`config.mk`:
```
export PLATFORM = sky130hd
export DESIGN_NAME = fls_flush_sizer
export DESIGN_NICKNAME = d
export VERILOG_FILES = /design/src/rtl/fls_pkg.sv /design/src/rtl/fls_size_dec.sv /design/src/rtl/fls_align.sv /design/src/rtl/fls_ctrl.sv /design/src/rtl/fls_flush_sizer.sv
export SDC_FILE = /design/constraint.sdc
export NUM_CORES = 1
export LEC_CHECK = 0
export ABC_CLOCK_PERIOD_IN_PS = 7700
export BUFFER_PORTS_ARGS = -buffer_cell sky130_fd_sc_hd__buf_2
export CORE_AREA = 2 2 207 209
export DETAILED_ROUTE_END_ITERATION = 10
export DIE_AREA = 0 0 209 211
export PLACE_DENSITY = 0.6
export SETUP_SLACK_MARGIN = 0.02
export SYNTH_ARGS = -nofsm -noshare
export SYNTH_HDL_FRONTEND = slang
export SYNTH_SLANG_ARGS = --single-unit
```
`constraint.sdc`:
```
create_clock -name clk -period 7.7 [get_ports clk]
set_input_delay 1.54 -clock clk [delete_from_list [all_inputs] [get_ports clk]]
set_output_delay 1.54 -clock clk [all_outputs]
set_load 0.02 [all_outputs]
```
`src/rtl/fls_pkg.sv`:
```
package fls_pkg;
   typedef enum logic [1:0] {
      ST_IDLE = 2'd0,
      ST_SEND = 2'd1,
      ST_WAIT = 2'd2,
      ST_DONE = 2'd3
   } fls_state_e;

   typedef enum logic [1:0] {
      SZ_NONE = 2'd0,
      SZ_GRAN = 2'd1,
      SZ_HALF = 2'd2,
      SZ_LINE = 2'd3
   } fls_size_e;
endpackage

```
`src/rtl/fls_size_dec.sv`:
```
module fls_size_dec
   import fls_pkg::*;
#(
   parameter int LINE_WORDS = 8,
   parameter int GRAN_WORDS = 2,
   localparam int NGRAN = LINE_WORDS / GRAN_WORDS,
   localparam int HALF  = NGRAN / 2,
   localparam int SW    = $clog2(LINE_WORDS),
   localparam int LW    = SW + 1
) (
   input  logic [NGRAN-1:0] dirty,
   input  logic             force_full,
   output fls_size_e        size,
   output logic [SW-1:0]    start,
   output logic [LW-1:0]    len,
   output logic             any
);
   logic [NGRAN-1:0] eff;
   logic [SW:0]      cnt;
   logic [SW-1:0]    first;
   logic             lo_only, hi_only;

   always_comb begin
      eff = force_full ? {NGRAN{|dirty}} : dirty;
      cnt = '0;
      first = '0;
      for (int i = NGRAN - 1; i >= 0; i--) begin
         if (eff[i]) begin
            cnt   = cnt + 1'b1;
            first = SW'(i * GRAN_WORDS);
         end
      end
      lo_only = ~|eff[NGRAN-1:HALF];
      hi_only = ~|eff[HALF-1:0];
      any     = |eff;
   end

   always_comb begin
      size  = SZ_NONE;
      start = '0;
      len   = '0;
      if (!any) begin
         size = SZ_NONE;
      end else if (cnt == 1) begin
         size  = SZ_GRAN;
         start = first;
         len   = LW'(GRAN_WORDS);
      end else if (lo_only || hi_only) begin
         size  = SZ_HALF;
         start = hi_only ? SW'(LINE_WORDS / 2) : '0;
         len   = LW'(LINE_WORDS / 2);
      end else begin
         size  = SZ_LINE;
         len   = LW'(LINE_WORDS);
      end
   end
endmodule

```
`src/rtl/fls_align.sv`:
```
module fls_align #(
   parameter int WORD_W     = 32,
   parameter int LINE_WORDS = 8,
   parameter bit PACK_LOW   = 1'b1,
   localparam int LINE_BITS = WORD_W * LINE_WORDS,
   localparam int SW        = $clog2(LINE_WORDS),
   localparam int LW        = SW + 1
) (
   input  logic [LINE_BITS-1:0] line,
   input  logic [SW-1:0]        start,
   input  logic [LW-1:0]        len,
   output logic [LINE_BITS-1:0] data
);
   generate
      if (PACK_LOW) begin : g_pack
         always_comb begin
            data = '0;
            for (int k = 0; k < LINE_WORDS; k++) begin
               if (k < int'(len) && (int'(start) + k) < LINE_WORDS)
                  data[k*WORD_W +: WORD_W] = line[(int'(start) + k)*WORD_W +: WORD_W];
            end
         end
      end else begin : g_inplace
         always_comb begin
            data = '0;
            for (int k = 0; k < LINE_WORDS; k++) begin
               if (k >= int'(start) && k < int'(start) + int'(len))
                  data[k*WORD_W +: WORD_W] = line[k*WORD_W +: WORD_W];
            end
         end
      end
   endgenerate
endmodule

```
`src/rtl/fls_ctrl.sv`:
```
module fls_ctrl
   import fls_pkg::*;
(
   input  logic       clk,
   input  logic       rst_n,
   input  logic       req_valid,
   input  logic       has_write,
   input  logic       wr_ready,
   input  logic       mem_ack,
   output logic       accept,
   output fls_state_e state
);
   fls_state_e nxt;

   assign accept = req_valid && (state == ST_IDLE);

   always_comb begin
      nxt = state;
      unique case (state)
         ST_IDLE: if (accept) nxt = has_write ? ST_SEND : ST_DONE;
         ST_SEND: if (wr_ready) nxt = ST_WAIT;
         ST_WAIT: if (mem_ack) nxt = ST_DONE;
         ST_DONE: nxt = ST_IDLE;
         default: nxt = ST_IDLE;
      endcase
   end

   always_ff @(posedge clk) begin
      if (!rst_n) state <= ST_IDLE;
      else        state <= nxt;
   end
endmodule

```
`src/rtl/fls_flush_sizer.sv`:
```
module fls_flush_sizer
   import fls_pkg::*;
#(
   parameter int WORD_W     = 32,
   parameter int LINE_WORDS = 8,
   parameter int GRAN_WORDS = 2,
   parameter bit PACK_LOW   = 1'b1,
   localparam int NGRAN     = LINE_WORDS / GRAN_WORDS,
   localparam int LINE_BITS = WORD_W * LINE_WORDS,
   localparam int SW        = $clog2(LINE_WORDS),
   localparam int LW        = SW + 1
) (
   input  logic                 clk,
   input  logic                 rst_n,
   input  logic                 req_valid,
   output logic                 req_ready,
   input  logic [NGRAN-1:0]     req_dirty,
   input  logic [LINE_BITS-1:0] req_line,
   input  logic                 force_full,
   output logic                 wr_valid,
   input  logic                 wr_ready,
   output logic [SW-1:0]        wr_start,
   output logic [LW-1:0]        wr_len,
   output logic [LINE_BITS-1:0] wr_data,
   input  logic                 mem_ack,
   output logic                 done
);
   initial begin
      if (WORD_W < 1) $error("WORD_W must be positive");
      if (LINE_WORDS < 4 || (LINE_WORDS & (LINE_WORDS - 1)) != 0)
         $error("LINE_WORDS must be a power of two of at least 4");
      if (GRAN_WORDS < 1 || (LINE_WORDS % GRAN_WORDS) != 0)
         $error("GRAN_WORDS must divide LINE_WORDS");
      if (NGRAN < 2 || (NGRAN & (NGRAN - 1)) != 0)
         $error("granule count must be a power of two of at least 2");
   end

   fls_size_e            dec_size;
   logic [SW-1:0]        dec_start;
   logic [LW-1:0]        dec_len;
   logic                 dec_any;
   logic [LINE_BITS-1:0] aligned;
   logic                 accept;
   fls_state_e           state;

   fls_size_dec #(.LINE_WORDS(LINE_WORDS), .GRAN_WORDS(GRAN_WORDS)) u_dec (
      .dirty(req_dirty), .force_full(force_full),
      .size(dec_size), .start(dec_start), .len(dec_len), .any(dec_any)
   );

   fls_align #(.WORD_W(WORD_W), .LINE_WORDS(LINE_WORDS), .PACK_LOW(PACK_LOW)) u_align (
      .line(req_line), .start(dec_start), .len(dec_len), .data(aligned)
   );

   fls_ctrl u_ctrl (
      .clk(clk), .rst_n(rst_n), .req_valid(req_valid), .has_write(dec_size != SZ_NONE),
      .wr_ready(wr_ready), .mem_ack(mem_ack), .accept(accept), .state(state)
   );

   always_ff @(posedge clk) begin
      if (!rst_n) begin
         wr_start <= '0;
         wr_len   <= '0;
         wr_data  <= '0;
      end else if (accept && dec_any) begin
         wr_start <= dec_start;
         wr_len   <= dec_len;
         wr_data  <= aligned;
      end
   end

   assign req_ready = (state == ST_IDLE);
   assign wr_valid  = (state == ST_SEND);
   assign done      = (state == ST_DONE);
endmodule

```
; ---- After elaboration in Yosys (flattened, before gate mapping)
; Index checks and enable logic that the tools add are counted.
[totals]
register_bits = 265
latch_bits = 0
mem_bits_rw = 0
mem_bits_ro = 0
in_bits = 266
out_inout_bits = 266
wordCells = 97
memories = 0
[classes]
n_addsub = 10
n_mul = 0
div = 0
magnitude_cmp = 16
n_eq_ne = 7
shift = 8
mux = 32
n_bitwise = 0
reduce_logical = 20
[ops]
columns = operator, n
row1 = indexed part select 256 x 32 -> 32 bit, 7
row2 = two-way mux 32 bit, 8
row3 = indexed part select 256 x 9 -> 32 bit, 1
row4 = "< comparator 32 x 5 -> 1 bit, second input constant", 7
row5 = two-way mux 4 bit, 7
row6 = two-way mux 3 bit, 8
row7 = "adder 3 x 3 -> 4 bit, second input constant", 4
row8 = "< comparator 3 x 4 -> 1 bit, first input constant", 4
row9 = two-way mux 2 bit, 6
row10 = logical AND 1 bit, 10
row11 = "adder 3 x 2 -> 4 bit, second input constant", 2
row12 = "adder 4 x 1 -> 4 bit, second input constant", 2
row13 = "< comparator 1 x 4 -> 1 bit, first input constant", 2
row14 = "< comparator 2 x 4 -> 1 bit, first input constant", 2
row15 = case mux 2 bit (4 select lines), 1
row16 = OR reduction 4 bit, 2
row17 = "adder 3 x 1 -> 4 bit, second input constant", 1
row18 = "equality test 2 bit, second input constant", 2
row19 = "equality test 4 x 1 -> 1 bit, second input constant", 1
row20 = "< comparator 3 x 4 -> 1 bit, second input constant", 1
row21 = "!= test 2 x 1 -> 1 bit, second input constant", 2
row22 = OR reduction 2 bit, 2
row23 = AND reduction 3 bit, 1
row24 = "adder 1 x 1 -> 2 bit, second input constant", 1
row25 = other kinds (7), 9

; ---- Logic depth before layout (Yosys ltp)
[depth]
ltp_word = 16
mapped_depth = 16
depth_no_buf = 13

; ---- Modules after synthesis
; Synthesis repeated with hierarchy kept, for this count alone.
[hier_totals]
cells_unflattened = 2284
hier_area_um2 = 18341.3
[by_module_without_submodules]
columns = mod, n_inst, cells_each, area_each_um2, seq_area_each_um2
row1 = fls_flush_sizer, 1, 1203, 10397.5, 5265.0
row2 = fls_align, 1, 999, 7379.6, 0.0
row3 = fls_size_dec, 1, 61, 377.9, 0.0
row4 = fls_ctrl, 1, 21, 186.4, 40.0

; ---- Worst setup path before layout
; Ideal clock, no wire load.
[synth_path]
path_type = input -> register
start = input port req_dirty[0]
end = register wr_data[43]
setup_ns = 0.137
arrival_time_ns = 4.420
required_time_ns = 7.563
setup_slack_ns = 3.142
cell_stages = 15
path_buffers = 4
path_cell_list = buf_2 -> o31ai_1 -> nor2b_1 -> ha_1 -> clkbuf_2 -> xnor2_1 -> ha_1 -> nor4b_2 -> nor3_2 -> a31oi_4 -> nand3_1 -> buf_2 -> buf_2 -> a211oi_1 -> a211oi_1
[synth_between]
elab_chain_cells = 16
elab_cells_between_ends = 34
cone_classes = add/sub (4) / order compare (2) / eq/ne (1) / shift (1) / mux (17) / reduce/logical (9)
[synth_lines]
columns = item, line_no
row1 = start: declaration, fls_flush_sizer.sv:17  ; input logic [NGRAN-1:0] req_dirty,
row2 = OR reduction 4 bit, fls_size_dec.sv:24  ; eff = force_full ? {NGRAN{|dirty}} : dirty;
row3 = two-way mux 4 bit *, fls_size_dec.sv:24
row4 = two-way mux 1 bit, fls_size_dec.sv:28  ; if (eff[i]) begin
row5 = adder 1 x 1 -> 2 bit, fls_size_dec.sv:29  ; cnt = cnt + 1'b1;
row6 = two-way mux 4 bit, fls_size_dec.sv:28
row7 = adder 4 x 1 -> 4 bit, fls_size_dec.sv:29
row8 = two-way mux 4 bit, fls_size_dec.sv:28
row9 = adder 4 x 1 -> 4 bit, fls_size_dec.sv:29
row10 = two-way mux 4 bit, fls_size_dec.sv:28
row11 = equality test 4 x 1 -> 1 bit, fls_size_dec.sv:44  ; end else if (cnt == 1) begin
row12 = two-way mux 3 bit, fls_size_dec.sv:44
row13 = two-way mux 3 bit, fls_size_dec.sv:42  ; if (!any) begin
row14 = adder 3 x 1 -> 4 bit, "fls_align.sv:19, fls_align.sv:20"
row15 = < comparator 32 x 5 -> 1 bit, fls_align.sv:19  ; if (k < int'(len) && (int'(start) + k) < LINE_WORDS)
row16 = logical AND 1 bit, fls_align.sv:19
row17 = two-way mux 32 bit, fls_align.sv:19
row18 = end signal: assignment, fls_flush_sizer.sv:68  ; wr_data <= aligned;
row19 = end: declaration, fls_flush_sizer.sv:24  ; output logic [LINE_BITS-1:0] wr_data,
; Mark *: on every way between the ends. The rest lies on a longest branch, timed or not.
; A chain may end at the register's enable or synchronous reset.

; ---- Worst setup path in the final report
[layout_path]
start = input port req_dirty[0]
end = register wr_data[113]
[layout_between]
elab_chain_cells = 16
elab_cells_between_ends = 34
cone_classes = add/sub (4) / order compare (2) / eq/ne (1) / shift (1) / mux (17) / reduce/logical (9)
[layout_lines]
columns = item, line_no
row1 = OR reduction 4 bit, fls_size_dec.sv:24
row2 = two-way mux 4 bit *, fls_size_dec.sv:24
row3 = two-way mux 1 bit, fls_size_dec.sv:28
row4 = adder 1 x 1 -> 2 bit, fls_size_dec.sv:29
row5 = two-way mux 4 bit, fls_size_dec.sv:28
row6 = adder 4 x 1 -> 4 bit, fls_size_dec.sv:29
row7 = two-way mux 4 bit, fls_size_dec.sv:28
row8 = adder 4 x 1 -> 4 bit, fls_size_dec.sv:29
row9 = two-way mux 4 bit, fls_size_dec.sv:28
row10 = equality test 4 x 1 -> 1 bit, fls_size_dec.sv:44
row11 = two-way mux 3 bit, fls_size_dec.sv:44
row12 = two-way mux 3 bit, fls_size_dec.sv:42
row13 = adder 3 x 2 -> 4 bit, "fls_align.sv:19, fls_align.sv:20"
row14 = < comparator 32 x 5 -> 1 bit, fls_align.sv:19
row15 = logical AND 1 bit, fls_align.sv:19
row16 = two-way mux 32 bit, fls_align.sv:19
; Marks and branches as above.

==> results.sh <==
export IMPL_status="completed"
export IMPL_dieArea_um2=44100
export IMPL_syn_avg_cell_area_um2=8.55
export IMPL_nFillCells=4261
export IMPL_netlist_top_cells_count="dfxtp_1 (263), o21ai_0 (162), nor2b_1 (133), a21oi_1 (126), clkbuf_1 (124)"
export IMPL_cts_buffers=31
export IMPL_clock_sinks=263
export IMPL_arrival_ns=5.67
export IMPL_ant_nets=0
export IMPL_cts_tree="done"
export IMPL_dp_cells=2507
export IMPL_finalHoldViolCount=0
export IMPL_postLayoutCoreUtil=0.419
export IMPL_layout_cells_non_filler=2568
export IMPL_clock_latency_ns=0.57
export IMPL_portBuffers=529
export IMPL_htree_num_levels=1
export IMPL_ctsRootBufferMaster="clkbuf_16"
export IMPL_yosysSeqAreaShare=0.384
export IMPL_drc=0
export IMPL_synth_top_area_cell="dfxtp_1"
export IMPL_synth_edff_count=0
export IMPL_cp_max_fo=121
export IMPL_ios=532
export IMPL_synthSimpleGateAreaFrac=0.170
export IMPL_cts_hold_fix_buffers=0
export IMPL_die_y_um=211
export IMPL_r2r_setup_slack_ns=4.45
export IMPL_syn_inst=1606
export IMPL_path_class="primary input to flop"
export IMPL_max_freq_mhz=193
export IMPL_synthFlopType="dfxtp_1"
export IMPL_area_delta_synth_final_pct=27.5
export IMPL_ir_worst_vdd_mv=0.185
export IMPL_tightest_slew_ns=1.31
export IMPL_synth_seq_cells=263
export IMPL_dr_pass1_iters=7
export IMPL_die_w_um=209
export IMPL_grt_max_degree=123
export IMPL_drv_cap=0
export IMPL_grt_antenna_before_repair=9
export IMPL_tns_ns=0
export IMPL_drt_wl_total_mm=60.8
export IMPL_avgRoutedWirePerCell_um=23.7
export IMPL_gp_congestion=0.866
export IMPL_vias_per_cell=5.93
export IMPL_synth_warnings=0
export IMPL_setup_viol=0
export IMPL_drv_slew=0
export IMPL_cp_data_required_time_ns=8.19
export IMPL_grt_pass1_vias=14618
export IMPL_synth_fa_ha_area_frac=0.00729
export IMPL_fin_crit_ns=5.18
export IMPL_initialDrtViolationCount=1214
export IMPL_leakagePower_uw=0.00781
export IMPL_synth_top_area_frac=0.384
export IMPL_syn_area_um2=13700
export IMPL_slew_headroom=0.126
export IMPL_power_per_cell_area_nw_per_um2=287
export IMPL_drive_gt1_frac=0.308
export IMPL_synth_area_leaders="dfxtp_1 (38%), a211oi_1 (6.1%), nor2b_1 (6.1%)"
export IMPL_synth_compound_area_frac=0.310
export IMPL_synthXorXnorAreaFrac=0.000638
export IMPL_grt_overflow_total=0
export IMPL_clock_path_buffers=3
export IMPL_rsz0062_at_grt="false"
export IMPL_postCtsSetupBuffers=0
export IMPL_fin_crit_sh=0.673
export IMPL_clkSlewWorstSetupHoldPaths_ns=0.06
export IMPL_holdWs_ns=0.480
export IMPL_synthMuxAreaShare=0.0510
export IMPL_hold_path_class="flop to flop"
export IMPL_async_reset_ff_frac=0
export IMPL_start_kind="primary input"
export IMPL_core_area_um2=41800
export IMPL_grtUsageTotal=0.260
export IMPL_cts_resized=0
export IMPL_fin_skew_ns=0.0127
export IMPL_synth_most_common_cell="dfxtp_1"
export IMPL_nets=2275
export IMPL_cp_end_kind="flop"
export IMPL_rows=75
export IMPL_grt_pass1_wl_mm=90.5
export IMPL_synth_top_family_by_area="compound AO/OA/AOI/OAI gates"
export IMPL_synth_cell_types=51
export IMPL_vias=15229
export IMPL_initial_utilization=0.329
export IMPL_dp_hpwl_mm=39.0
power by group:
| group | internal (uW) | switching (uW) | leakage, uW | total [uW] |
|---|---|---|---|---|
| Sequential | 1590 | 118 | 0.00215 | 1710 |
| Combinational | 559 | 1330 | 0.00518 | 1890 |
| Clock | 822 | 608 | 0.000474 | 1430 |
sequential cells by signal, summed over array words and instances, names as in the netlist:
signal	count
u_ctrl.state	2
wr_data	256
wr_len	3
wr_start	2
worst max-delay path: stages:
cell and delay (ns):
buf_2 0.17, o31ai_1 0.23, nor2b_1 0.26, ha_1 0.46
o21ai_0 0.18, ha_1 0.32, nor4b_2 0.30, nor3_2 0.11
a31oi_4 0.39, buf_4 0.99, and4_1 0.31, o21ai_0 0.09
a21oi_1 0.20
final cells by class:
| class | instances | area (um^2) | share of cell area |
|---|---|---|---|
| Clock inverter | 5 | 27.5 | 0.00157 |
| Antenna cell | 6 | 15.0 | 0.000858 |
| Sequential cell | 263 | 5270 | 0.301 |
| Clock buffer | 50 | 937 | 0.0536 |
| Tap cell | 539 | 674 | 0.0385 |
| Multi-Input combinational cell | 1090 | 7510 | 0.429 |
| Timing Repair Buffer | 552 | 2830 | 0.162 |
| Inverter | 63 | 236 | 0.0135 |
path summary, 6_finish.rpt:
| kind | from | endpoint | cells past startpoint |
|---|---|---|---|
| worst min register to register | wr_len[2] | wr_len[2] | 2 |
| worst max-delay path | req_dirty[0] | wr_data[113] | 13 |
| worst min-delay path | wr_len[2] | wr_len[2] | 2 |
| worst max register to register | u_ctrl.state[0] | wr_data[89] | 8 |
metrics by stage:
step                      instance area (um^2)  total power [uW]  worst slack, ns
after floorplan                          13700              2880             3.14
after global placement                   16500              3580             2.18
after detailed placement                 16500              3610             2.02
after CTS                                17500              5040             2.61
after global routing                     17500              5260             2.20
final                                    17500              5030             2.52
cell usage in the layout, fill, tap and decap left out, types with 9 or more instances in the layout:
master	n
nor2b_1	133
buf_2	528
inv_1	63
a21o_1	9
clkbuf_8	9
a211oi_1	112
buf_4	23
a22oi_1	64
o21ai_0	162
and2_1	66
o31ai_1	11
a31oi_1	56
a32oi_1	64
nor4_1	56
nand4_1	10
a21oi_1	125
mux2i_1	70
dfxtp_1	263
clkbuf_16	31
o21ai_1	19
clkbuf_1	10
and4_1	56
metal layers:
metal | GRT usage | share of wire
met5 | 0 | 0.00063
met4 | 0.101 | 0.034
met3 | 0.0558 | 0.086
met2 | 0.432 | 0.47
met1 | 0.329 | 0.41
cell families (layout without fill, tap and decap cells):
family                   after synthesis  in the layout
AO/OA/AOI/OAI                        655            655
XOR/XNOR                               1              1
adder cells (fa/ha/maj)                8              8
buffers and inverters                254            670
flip-flops                           263            263
multiplexers                          70             70
other                                  1              8
AND/OR/NAND/NOR                      354            354
Note: power is estimated with default switching activity, not from simulation.
